===== src/rtl/rdl_pkg.sv =====
package rdl_pkg;
  localparam int FLD_W = 3;

  typedef struct packed {
    logic [FLD_W-1:0] cl;
    logic [FLD_W-1:0] al;
  } lat_cfg_t;

  function automatic logic cfg_legal(input lat_cfg_t c, input int min_cl,
                                     input int max_cl, input int max_al);
    return (int'(c.cl) >= min_cl) && (int'(c.cl) <= max_cl) &&
           (int'(c.al) <= max_al);
  endfunction
endpackage


===== src/rtl/rdl_cfg.sv =====
module rdl_cfg
  import rdl_pkg::*;
#(
  parameter int MIN_CL = 3,
  parameter int MAX_CL = 6,
  parameter int MAX_AL = 4,
  parameter int LAT_W  = 4
) (
  input  logic             clk,
  input  logic             rst,
  input  logic             mr_load,
  input  logic [FLD_W-1:0] mr_cl,
  input  logic [FLD_W-1:0] mr_al,
  input  logic             rd_cmd,
  input  logic             idle,
  output logic             rd_ok,
  output logic [LAT_W-1:0] lat,
  output logic             cfg_err,
  output logic             drop_err
);
  lat_cfg_t act, pend, req;
  logic     pend_v;
  logic     req_legal;

  assign req       = '{cl: mr_cl, al: mr_al};
  assign req_legal = cfg_legal(req, MIN_CL, MAX_CL, MAX_AL);
  assign rd_ok     = rd_cmd && !cfg_err;
  assign lat       = LAT_W'(act.cl) + LAT_W'(act.al);

  always_ff @(posedge clk) begin
    if (rst) begin
      act      <= '{cl: FLD_W'(MIN_CL), al: '0};
      pend     <= '0;
      pend_v   <= 1'b0;
      cfg_err  <= 1'b0;
      drop_err <= 1'b0;
    end else begin
      if (mr_load) begin
        if (req_legal) begin
          pend     <= req;
          pend_v   <= 1'b1;
          cfg_err  <= 1'b0;
          drop_err <= 1'b0;
        end else begin
          pend_v  <= 1'b0;
          cfg_err <= 1'b1;
        end
      end else if (pend_v && idle && !rd_cmd) begin
        act    <= pend;
        pend_v <= 1'b0;
      end
      if (rd_cmd && cfg_err) drop_err <= 1'b1;
    end
  end
endmodule


===== src/rtl/rdl_delay.sv =====
module rdl_delay #(
  parameter int DEPTH = 10,
  parameter int LAT_W = 4
) (
  input  logic             clk,
  input  logic             rst,
  input  logic             inject,
  input  logic [LAT_W-1:0] lat,
  output logic             head,
  output logic             busy
);
  logic [DEPTH-1:0] line;
  logic [DEPTH-1:0] tok;

  assign tok  = inject ? ({{(DEPTH-1){1'b0}}, 1'b1} << (lat - LAT_W'(1))) : '0;
  assign head = line[0];
  assign busy = |line;

  always_ff @(posedge clk) begin
    if (rst) line <= '0;
    else     line <= (line >> 1) | tok;
  end
endmodule


===== src/rtl/rdl_beat.sv =====
module rdl_beat (
  input  logic       clk,
  input  logic       rst,
  input  logic       head,
  output logic       dv_rise,
  output logic       dv_fall,
  output logic [1:0] beat_idx
);
  always_ff @(posedge clk) begin
    if (rst) begin
      dv_rise  <= 1'b0;
      dv_fall  <= 1'b0;
      beat_idx <= 2'd0;
    end else if (head) begin
      dv_rise  <= 1'b1;
      dv_fall  <= 1'b1;
      beat_idx <= 2'd0;
    end else if (dv_rise && beat_idx == 2'd0) begin
      dv_rise  <= 1'b1;
      dv_fall  <= 1'b1;
      beat_idx <= 2'd2;
    end else begin
      dv_rise  <= 1'b0;
      dv_fall  <= 1'b0;
      beat_idx <= 2'd0;
    end
  end
endmodule


===== src/rtl/rd_latency_sched.sv =====
module rd_latency_sched
  import rdl_pkg::*;
#(
  parameter int MIN_CL = 3,
  parameter int MAX_CL = 6,
  parameter int MAX_AL = 4
) (
  input  logic             clk,
  input  logic             rst,
  input  logic             mr_load,
  input  logic [FLD_W-1:0] mr_cl,
  input  logic [FLD_W-1:0] mr_al,
  input  logic             rd_cmd,
  output logic             dv_rise,
  output logic             dv_fall,
  output logic [1:0]       beat_idx,
  output logic             cfg_err,
  output logic             drop_err
);
  localparam int DEPTH = MAX_CL + MAX_AL;
  localparam int LAT_W = $clog2(DEPTH + 1);

  logic             rd_ok, head, busy, idle;
  logic [LAT_W-1:0] lat;

  assign idle = !busy && !dv_rise;

  rdl_cfg #(.MIN_CL(MIN_CL), .MAX_CL(MAX_CL), .MAX_AL(MAX_AL), .LAT_W(LAT_W)) u_cfg (
    .clk(clk), .rst(rst), .mr_load(mr_load), .mr_cl(mr_cl), .mr_al(mr_al),
    .rd_cmd(rd_cmd), .idle(idle), .rd_ok(rd_ok), .lat(lat),
    .cfg_err(cfg_err), .drop_err(drop_err)
  );

  rdl_delay #(.DEPTH(DEPTH), .LAT_W(LAT_W)) u_dly (
    .clk(clk), .rst(rst), .inject(rd_ok), .lat(lat), .head(head), .busy(busy)
  );

  rdl_beat u_beat (
    .clk(clk), .rst(rst), .head(head),
    .dv_rise(dv_rise), .dv_fall(dv_fall), .beat_idx(beat_idx)
  );
endmodule


===== config.mk =====
export PLATFORM = sky130hd
export DESIGN_NAME = rd_latency_sched
export DESIGN_NICKNAME = d
export VERILOG_FILES = /design/src/rtl/rdl_pkg.sv /design/src/rtl/rdl_cfg.sv /design/src/rtl/rdl_delay.sv /design/src/rtl/rdl_beat.sv /design/src/rtl/rd_latency_sched.sv
export SDC_FILE = /design/constraint.sdc
export NUM_CORES = 1
export LEC_CHECK = 0
export ABC_AREA = 0
export BUFFER_PORTS_ARGS = -buffer_cell sky130_fd_sc_hd__buf_2
export CELL_PAD_IN_SITES_DETAIL_PLACEMENT = 1
export CELL_PAD_IN_SITES_GLOBAL_PLACEMENT = 2
export CORE_ASPECT_RATIO = 1.75
export CORE_MARGIN = 2
export CORE_UTILIZATION = 34
export CTS_CLUSTER_DIAMETER = 200
export DETAILED_ROUTE_END_ITERATION = 8
export GPL_TIMING_DRIVEN = 0
export PLACE_DENSITY = 0.76
export SLEW_MARGIN = 0
export SYNTH_ARGS = -nofsm -noshare
export SYNTH_HDL_FRONTEND = slang
export SYNTH_SLANG_ARGS = --single-unit

===== constraint.sdc =====
create_clock -name clk -period 2.8 [get_ports clk]
set_input_delay 0.28 -clock clk [delete_from_list [all_inputs] [get_ports clk]]
set_output_delay 0.28 -clock clk [all_outputs]
set_load 0.1 [all_outputs]

==> metrics.txt <==
outcome=finished, final reports clean; Post-DRT Antenna Nets=0; final setup violation count=0; Area Growth Syn to Fin=13.6%; I/O Buffers=13; Worst Max-Slew Pin Slew=543 ps; dominant synthesized flop cell=dfxtp_1; syn avg cell area=9.12 sq um; CTS buffer count=3; Crit Path Class=reg2reg; GP Congestion=0.721; Worst setup SP type=register; area of the core=3560 sq um; Power Density=522 nW/um^2; Starting DRT DRC Count=11; reg2reg setup slack=540 ps; Setup TNS=0 ps; DR vias/cell=5.08; clock root buffer=clkbuf_8; CTS tree=built; remaining global-route overflow=0; Critical Path RT=3010 ps; syn_nets=150; antenna violations before repair=0; crit end category=register; drt wl/cell=14.2 um; clock slew at reported path FFs=90 ps; # nets final=168; RSZ-0062 raised after global routing=no; largest net degree at the start of global routing=15; r2r worst-path depth=9; Post-synth EDFFs=0; final hold violations=0; Ports=16; crit path launch=u_cfg.act[1]; Max Clk Rate=0.442 GHz; Critical Path Sink=u_dly.line[7]; Initial Util=34.6%; post-detail-place hpwl=2200 um; sequential fraction of the synthesis area=43.9%; Mapped Cells=135; Worst Path Arrival=2470 ps; # diodes=0; Max Buffers Root-to-Sink=2; skew final=3.58 ps; Gates resized, CTS repair=0; clock tree sinks=27; Crit Reg-Reg Endpoint=u_dly.line[7]; reg2reg start=u_cfg.act[1]; DRT Pass-1 Iters=3; Fillers=456; Finished Cell Area=1400 sq um; first-pass GRT wire length=4930 um; DRC Markers=0; post-cts hold buffer count=0; Max-slew headroom=63.7%; synthesis-stage register bit count=27; fraction of layout cells with a size suffix above 1=17.8%; IR drop worst, VDD=0.264 mV; Overall Global Routing Usage=15.5%; Routed WL=2810 um; Row Count=29; dpl cell area=1350 sq um; Synth cell types=37; period utilization=80.8%; die width=49.5 um; die extent in y=83.6 um; Syn Std Cell Area=1230 sq um; hold crit path type=in2reg; Via Count=1005; htree depth=1; area of the die=4140 sq um; setup bufs post-CTS=0; minimum clock period=2260 ps; Yosys Warn Count=0; Post-synth ARST share=0%; fin. max-slew vios=0; critical path peak fanout=4; max-cap violations=0; Finished Core Util=39.3%; number of global-route vias before repair=1047; worst skew pair latency=270 ps; Tot Pwr=0.000731 W; P_leak=0.578 nW
==> critical path, cell delays in order (launching register included) <==
cell and delay [ps]:
dfxtp_1 340, inv_1 50, ha_1 300, inv_1 60
ha_1 190, inv_1 60, fa_1 420, nor3b_1 480
a41oi_1 190, nor2_1 120
==> sequential cells by signal, summed over array words and instances (netlist names) <==
signal,cells
u_cfg.pend,6
u_cfg.act,6
u_cfg.drop_err,1
u_dly.line,10
u_beat.dv_rise,1
u_beat.beat_idx,1
u_cfg.cfg_err,1
u_cfg.pend_v,1
==> cell type report <==
type	instances	area, sq um	area share, %
Multi-Input combinational cell	87	593	42.4
Timing Repair Buffer	13	65.1	4.65
Sequential cell	27	541	38.6
Inverter	13	48.8	3.49
Buffer	8	48.8	3.49
Tap cell	46	57.6	4.11
Clock buffer	4	45.0	3.22
==> cells in the mapped netlist (3+ instances only) <==
cell / number / area share (%)
a41oi_1: 5 / 3.6
inv_1: 12 / 3.7
a31oi_1: 5 / 2.5
ha_1: 4 / 4.1
nor2_1: 17 / 5.2
buf_2: 3 / 1.2
nand2_1: 18 / 5.5
mux2i_1: 11 / 8.9
dfxtp_1: 27 / 44
==> power by group <==
part	internal [W]	switching [W]	leakage (nW)
Clock	0.000102	0.000123	0.0228
Combinational	0.0000312	0.0000712	0.336
Sequential	0.000396	0.00000779	0.219
==> how the worst min path moves through the flow <==
stage,startpoint,end,cells after the start,slack (ps)
final,mr_al[2],u_cfg.pend[2],3,260
after global routing,mr_al[1],u_cfg.pend[1],3,280
after CTS,mr_al[2],u_cfg.pend[2],3,250
after detailed placement,u_beat.beat_idx[1],u_beat.beat_idx[1],1,440
after global placement,u_beat.beat_idx[1],u_beat.beat_idx[1],1,440
after floorplan,mr_cl[0],u_cfg.pend[3],2,420
==> layout by cell type, fill, tap and decap left out, types with 2 or more instances in the layout <==
master	n
nor4_2	2
mux2i_1	11
a41oi_1	5
dfxtp_1	27
buf_4	2
nor4b_1	2
a21oi_1	2
nor2_1	17
nand2_1	18
clkbuf_8	3
buf_2	16
clkbuf_1	2
and3b_1	2
inv_1	12
ha_1	4
a31oi_1	5
==> per-stage QoR <==
step | std cells | setup slack (ps) | hold slack [ps]
2_1_floorplan | 135 | 813 | 422
3_3_place_gp | 194 | 592 | 436
3_5_place_dp | 194 | 549 | 442
4_1_cts | 198 | 514 | 253
5_1_grt | 198 | 391 | 280
6_report | 198 | 538 | 259
==> cell families after synthesis <==
family / Yosys count / share of synthesized area [%]
compound gates: 19 / 11.1
xor+xnor: 2 / 2.03
fa+ha+maj: 5 / 5.69
buf+inv: 21 / 7.92
flops: 27 / 43.9
mux: 11 / 8.94
other cells: 1 / 0.305
simple gates: 49 / 20.1
==> routing by layer <==
| metal | global-route usage (%) | part of all wire, % | vias to the layer above |
|---|---|---|---|
| li1 | - | - | 490 |
| met1 | 16.0 | 38 | 506 |
| met2 | 30.5 | 59 | 7 |
| met3 | 1.61 | 1.6 | 2 |
| met4 | 6.06 | 0.85 | 0 |
| met5 | 0 | 0 | - |
No activity file was read; power rests on OpenSTA's default activity.
